### src/rtl/lbk_pkg.sv
package lbk_pkg;

  typedef enum logic [1:0] {
    LB_NORMAL   = 2'b00,
    LB_SERIAL   = 2'b01,
    LB_METAL    = 2'b10,
    LB_PARALLEL = 2'b11
  } lb_mode_e;

  // A parallel loop needs raw bypass traffic; all other modes are always legal.
  function automatic logic mode_allowed(input lb_mode_e m, input logic bypass);
    return (m != LB_PARALLEL) || bypass;
  endfunction

endpackage

### src/rtl/lbk_mode_reg.sv
module lbk_mode_reg
  import lbk_pkg::*;
(
  input  logic       clk,
  input  logic       rst,
  input  logic       wr_en,
  input  logic [1:0] wr_mode,
  input  logic       bypass,
  output logic [1:0] mode,
  output logic       err
);

  lb_mode_e mode_q, mode_d;
  logic     err_q, err_d;
  lb_mode_e req;

  assign req = lb_mode_e'(wr_mode);

  always_comb begin
    mode_d = mode_q;
    err_d  = err_q;
    if (wr_en) begin
      if (mode_allowed(req, bypass)) begin
        mode_d = req;
        err_d  = 1'b0;
      end else begin
        mode_d = LB_NORMAL;
        err_d  = 1'b1;
      end
    end else if (!mode_allowed(mode_q, bypass)) begin
      // traffic type changed under an active parallel loop
      mode_d = LB_NORMAL;
      err_d  = 1'b1;
    end
  end

  always_ff @(posedge clk) begin
    if (rst) begin
      mode_q <= LB_NORMAL;
      err_q  <= 1'b0;
    end else begin
      mode_q <= mode_d;
      err_q  <= err_d;
    end
  end

  assign mode = mode_q;
  assign err  = err_q;

endmodule

### src/rtl/lbk_lane_path.sv
module lbk_lane_path
  import lbk_pkg::*;
#(
  parameter int W = 10
) (
  input  logic         clk,
  input  logic         rst,
  input  logic [1:0]   mode,
  input  logic         emph_req,
  input  logic [W-1:0] host_tx,
  input  logic [W-1:0] des_rx,
  input  logic [W-1:0] ser_out,
  input  logic [W-1:0] line_rx,
  output logic [W-1:0] ser_in,
  output logic [W-1:0] tx_drv,
  output logic [W-1:0] cdr_in,
  output logic [W-1:0] host_rx,
  output logic         emph_en
);

  lb_mode_e     m;
  logic [W-1:0] ser_in_d, tx_drv_d, cdr_in_d;
  logic         emph_d;

  assign m = lb_mode_e'(mode);

  always_comb begin
    ser_in_d = (m == LB_PARALLEL) ? des_rx  : host_tx;
    tx_drv_d = (m == LB_METAL)    ? line_rx : ser_out;
    cdr_in_d = (m == LB_SERIAL)   ? ser_out : line_rx;
    emph_d   = emph_req && (m != LB_METAL);
  end

  always_ff @(posedge clk) begin
    if (rst) begin
      ser_in  <= '0;
      tx_drv  <= '0;
      cdr_in  <= '0;
      host_rx <= '0;
      emph_en <= 1'b0;
    end else begin
      ser_in  <= ser_in_d;
      tx_drv  <= tx_drv_d;
      cdr_in  <= cdr_in_d;
      host_rx <= des_rx;
      emph_en <= emph_d;
    end
  end

endmodule

### src/rtl/lane_loop_ctrl.sv
module lane_loop_ctrl
  import lbk_pkg::*;
#(
  parameter int LANES = 4,
  parameter int W     = 10
) (
  input  logic                 clk,
  input  logic                 rst,
  input  logic                 proto_bypass,
  input  logic [LANES-1:0]     cfg_we,
  input  logic [2*LANES-1:0]   cfg_mode,
  input  logic [LANES-1:0]     emph_req,
  input  logic [LANES*W-1:0]   host_tx_word,
  input  logic [LANES*W-1:0]   des_rx_word,
  input  logic [LANES*W-1:0]   ser_out_word,
  input  logic [LANES*W-1:0]   line_rx_word,
  output logic [LANES*W-1:0]   ser_in_word,
  output logic [LANES*W-1:0]   tx_drv_word,
  output logic [LANES*W-1:0]   cdr_in_word,
  output logic [LANES*W-1:0]   host_rx_word,
  output logic [LANES-1:0]     emph_en,
  output logic [2*LANES-1:0]   act_mode,
  output logic [LANES-1:0]     lb_err
);

  localparam int MW = 2;

  for (genvar i = 0; i < LANES; i++) begin : g_lane
    logic [MW-1:0] lane_mode;

    lbk_mode_reg u_mode (
      .clk     (clk),
      .rst     (rst),
      .wr_en   (cfg_we[i]),
      .wr_mode (cfg_mode[MW*i +: MW]),
      .bypass  (proto_bypass),
      .mode    (lane_mode),
      .err     (lb_err[i])
    );

    lbk_lane_path #(.W(W)) u_path (
      .clk      (clk),
      .rst      (rst),
      .mode     (lane_mode),
      .emph_req (emph_req[i]),
      .host_tx  (host_tx_word[W*i +: W]),
      .des_rx   (des_rx_word[W*i +: W]),
      .ser_out  (ser_out_word[W*i +: W]),
      .line_rx  (line_rx_word[W*i +: W]),
      .ser_in   (ser_in_word[W*i +: W]),
      .tx_drv   (tx_drv_word[W*i +: W]),
      .cdr_in   (cdr_in_word[W*i +: W]),
      .host_rx  (host_rx_word[W*i +: W]),
      .emph_en  (emph_en[i])
    );

    assign act_mode[MW*i +: MW] = lane_mode;
  end

endmodule

### config.mk
export PLATFORM = sky130hd
export DESIGN_NAME = lane_loop_ctrl
export DESIGN_NICKNAME = d
export VERILOG_FILES = /design/src/rtl/lbk_pkg.sv /design/src/rtl/lbk_mode_reg.sv /design/src/rtl/lbk_lane_path.sv /design/src/rtl/lane_loop_ctrl.sv
export SDC_FILE = /design/constraint.sdc
export NUM_CORES = 1
export LEC_CHECK = 0
export ABC_AREA = 1
export CAP_MARGIN = 20
export CORE_AREA = 2 2 137 139
export DETAILED_ROUTE_END_ITERATION = 10
export DIE_AREA = 0 0 139 141
export GPL_TIMING_DRIVEN = 0
export MAX_ROUTING_LAYER = met4
export PLACE_DENSITY = 0.76
export SYNTH_ARGS = -nofsm -noshare
export SYNTH_HDL_FRONTEND = slang
export SYNTH_HIERARCHICAL = 1
export SYNTH_SLANG_ARGS = --single-unit
### constraint.sdc
create_clock -name clk -period 3.2 [get_ports clk]
set_clock_uncertainty 0.1 [all_clocks]
set_input_delay 0.64 -clock clk [delete_from_list [all_inputs] [get_ports clk]]
set_output_delay 0.64 -clock clk [all_outputs]
set_load 0.02 [all_outputs]
==> run metrics <==
status=finished, final reports clean; sequential share of power=43.4%; Static Leak=between 5 and 6 nW; nets=between 1000 and 1500; routability cong.=between 0.8 and 0.9; CTS Buf Count=17; Setup crit start kind=flop; later-pin clock latency in the skew report=0.42 ns; largest net degree at the start of global routing=17; RSZ-0062 raised after global routing=no; initial antenna violation count=0; final hold slack=0.387 ns; post-CTS sizing=0; Yosys reg bits=~180; Synth Instances=around 920; Netlist cell types=14; Crit. Startpoint=g_lane[3].u_mode/mode[0]$_SDFFE_PP0P_; Iteration-0 DRC Markers=340; vias in the first global route=6774; worst hold-check path type=reg2reg; fin crit period=between 2 and 2.5 ns; GRT Total Usage=22.3%; net switching power figure=~0.0014 W; Hold Fails Final Rpt=0; pwr/cell area=just under 500 nW/um^2; via total after detailed routing=7058; logic gate share of total power=approximately 19%; root buffer cell=clkbuf_16; die area=approximately 20000 um^2; CP max stage cell=clkdlybuf4s50_1; CTS tree=built; worst path cell trace=clkdlybuf4s50_1; Post-Route Setup TNS=0 ns; final wirelength=between 20000 and 25000 um; Placeable Area=approximately 18000 um^2; post-route ant nets=0; crit end category=output pin; num rows=50; Initial Util=36.5%; Layout area overhead=66.6%; syn nets=between 1000 and 1500; Hold Startpoint=g_lane[0].u_mode/err$_SDFFE_PP0P_; antenna fix cells=0; post-synthesis sequential area ratio=approximately 53%; Critical R2R Launch=g_lane[3].u_mode/mode[0]$_SDFFE_PP0P_; synth warn=6; first-pass GRT wire length=between 30000 and 40000 um; GRT overflow=0; crit share post-route=about three quarters; clock buffer depth=2; count of TritonRoute iterations in the first routing pass=5; Avg Cell Area, Syn=just over 7 um^2; max cap viols=0; Internal=slightly above 0.004 W; clk slew on worst S/H paths=roughly 0.06 ns; CP required=2.46 ns; # IOs=355; Die Ht=about 140 um; DRC=0; Clk network pwr share=37.4%; I/O Buffers=between 300 and 400; WP buf/inv=1; Hold-fix buffers, CTS=0; worst-margin pin slew=roughly 0.66 ns; layout cell share with drive strength beyond 1=between 5 and 6%; relative slew slack=between 50% and 60%; Setup violations, final=0; DP HPWL=about 17000 um; Die Width=between 100 and 150 um; Crit Path Category=reg2out; Post-CTS Setup Repair Bufs=0; largest fanout on the critical path=8; VDD IR-drop max=between 0.3 and 0.4 mV; Sw Share=26.1%; Slew Limit Fails=0; CP arrival=1.62 ns; Max stage delay on crit path=approximately 0.70 ns; Top delay family on crit path=buffers and inverters; Netlist Area Pre-Place=6660 um^2; WL per Instance=about 14 um; Fmax=423 MHz; # H-tree levels=4; clk sinks=about 180; vias per inst=about 4.6
[cells in the final DEF, fill, tap and decap left out]
cell,count
a21oi_1,48
clkbuf_16,17
nor2_1,220
nand3_2,4
buf_1,4
clkdlybuf4s50_1,354
bufinv_16,2
nand3_1,136
buf_2,28
buf_4,4
clkinv_2,5
nor2_2,4
inv_2,8
inv_1,132
inv_6,1
buf_16,1
o21bai_1,4
clkbuf_1,14
dfxtp_1,176
clkbuf_8,2
nand2_1,144
clkinv_4,2
[sequential cells by signal, indices dropped and copies added, names as in the netlist]
signal,count
g_lane.u_path/cdr_in,40
g_lane.u_path/host_rx,40
g_lane.u_path/ser_in,40
g_lane.u_path/tx_drv,40
g_lane.u_mode/mode,8
g_lane.u_mode/err,4
g_lane.u_path/emph_en,4
[power groups by stage]
stage,clock (W),sequential (W),combinational (W)
floorplan,0,0.00260,0.000269
global placement,0,0.00242,0.00104
detailed placement,0,0.00243,0.00105
CTS,0.00209,0.00238,0.00106
global route,0.00218,0.00239,0.00113
finish,0.00204,0.00237,0.00105
[stage by stage]
step / util (%) / setup slack (ns) / cells / total power [W] / cell area [um^2]
3_3_place_gp: 57.5 / 0.257 / 1512 / 0.00346 / 10500
6_report: 60.7 / 0.837 / 1544 / 0.00547 / 11100
2_1_floorplan: - / 1.93 / 924 / 0.00286 / 6660
3_5_place_dp: 57.6 / 0.495 / 1513 / 0.00348 / 10500
5_1_grt: 60.7 / 0.785 / 1544 / 0.00569 / 11100
4_1_cts: 60.7 / 0.798 / 1544 / 0.00552 / 11100
[final cells by class]
cell class                      instances  area (um^2)
Buffer                                 48          230
Clock buffer                           21          460
Clock inverter                         10          111
Fill cell                            1626         7170
Inverter                              140          526
Multi-Input combinational cell        560         2380
Sequential cell                       176         3520
Tap cell                              234          293
Timing Repair Buffer                  355         3570
[kinds of logic (layout without fill, tap and decap cells)]
family / Yosys count / in the layout / share of synthesized area [%]
flops: 176 / 176 / 52.9
buf+inv: 188 / 574 / 11.3
compound gates: 52 / 52 / 4.06
simple gates: 508 / 508 / 31.7
[final timing paths]
check | to | slack [ns] | cells after the start
min | g_lane[0].u_mode/err$_SDFFE_PP0P_ | 0.39 | 2
max reg2reg | g_lane[3].u_path/cdr_in[2]$_SDFF_PP0_ | 1.83 | 4
min reg2reg | g_lane[0].u_mode/err$_SDFFE_PP0P_ | 0.39 | 2
max | act_mode[6] | 0.84 | 1
[synth_stat cells, drive strengths merged]
cell | number | area, um^2
nor2 | 224 | 851
dfxtp | 176 | 3520
inv | 140 | 526
clkbuf | 12 | 45.0
o21bai | 4 | 30.0
nand3 | 140 | 721
a21oi | 48 | 240
buf | 36 | 185
nand2 | 144 | 541
[per-layer routing]
layer	global-route usage, %	wire [um]
met1	24.7	8660
met3	6.05	1680
met4	10.9	729
met5	-	0
met2	37.5	11100
Power figures use the tool's default switching activity.
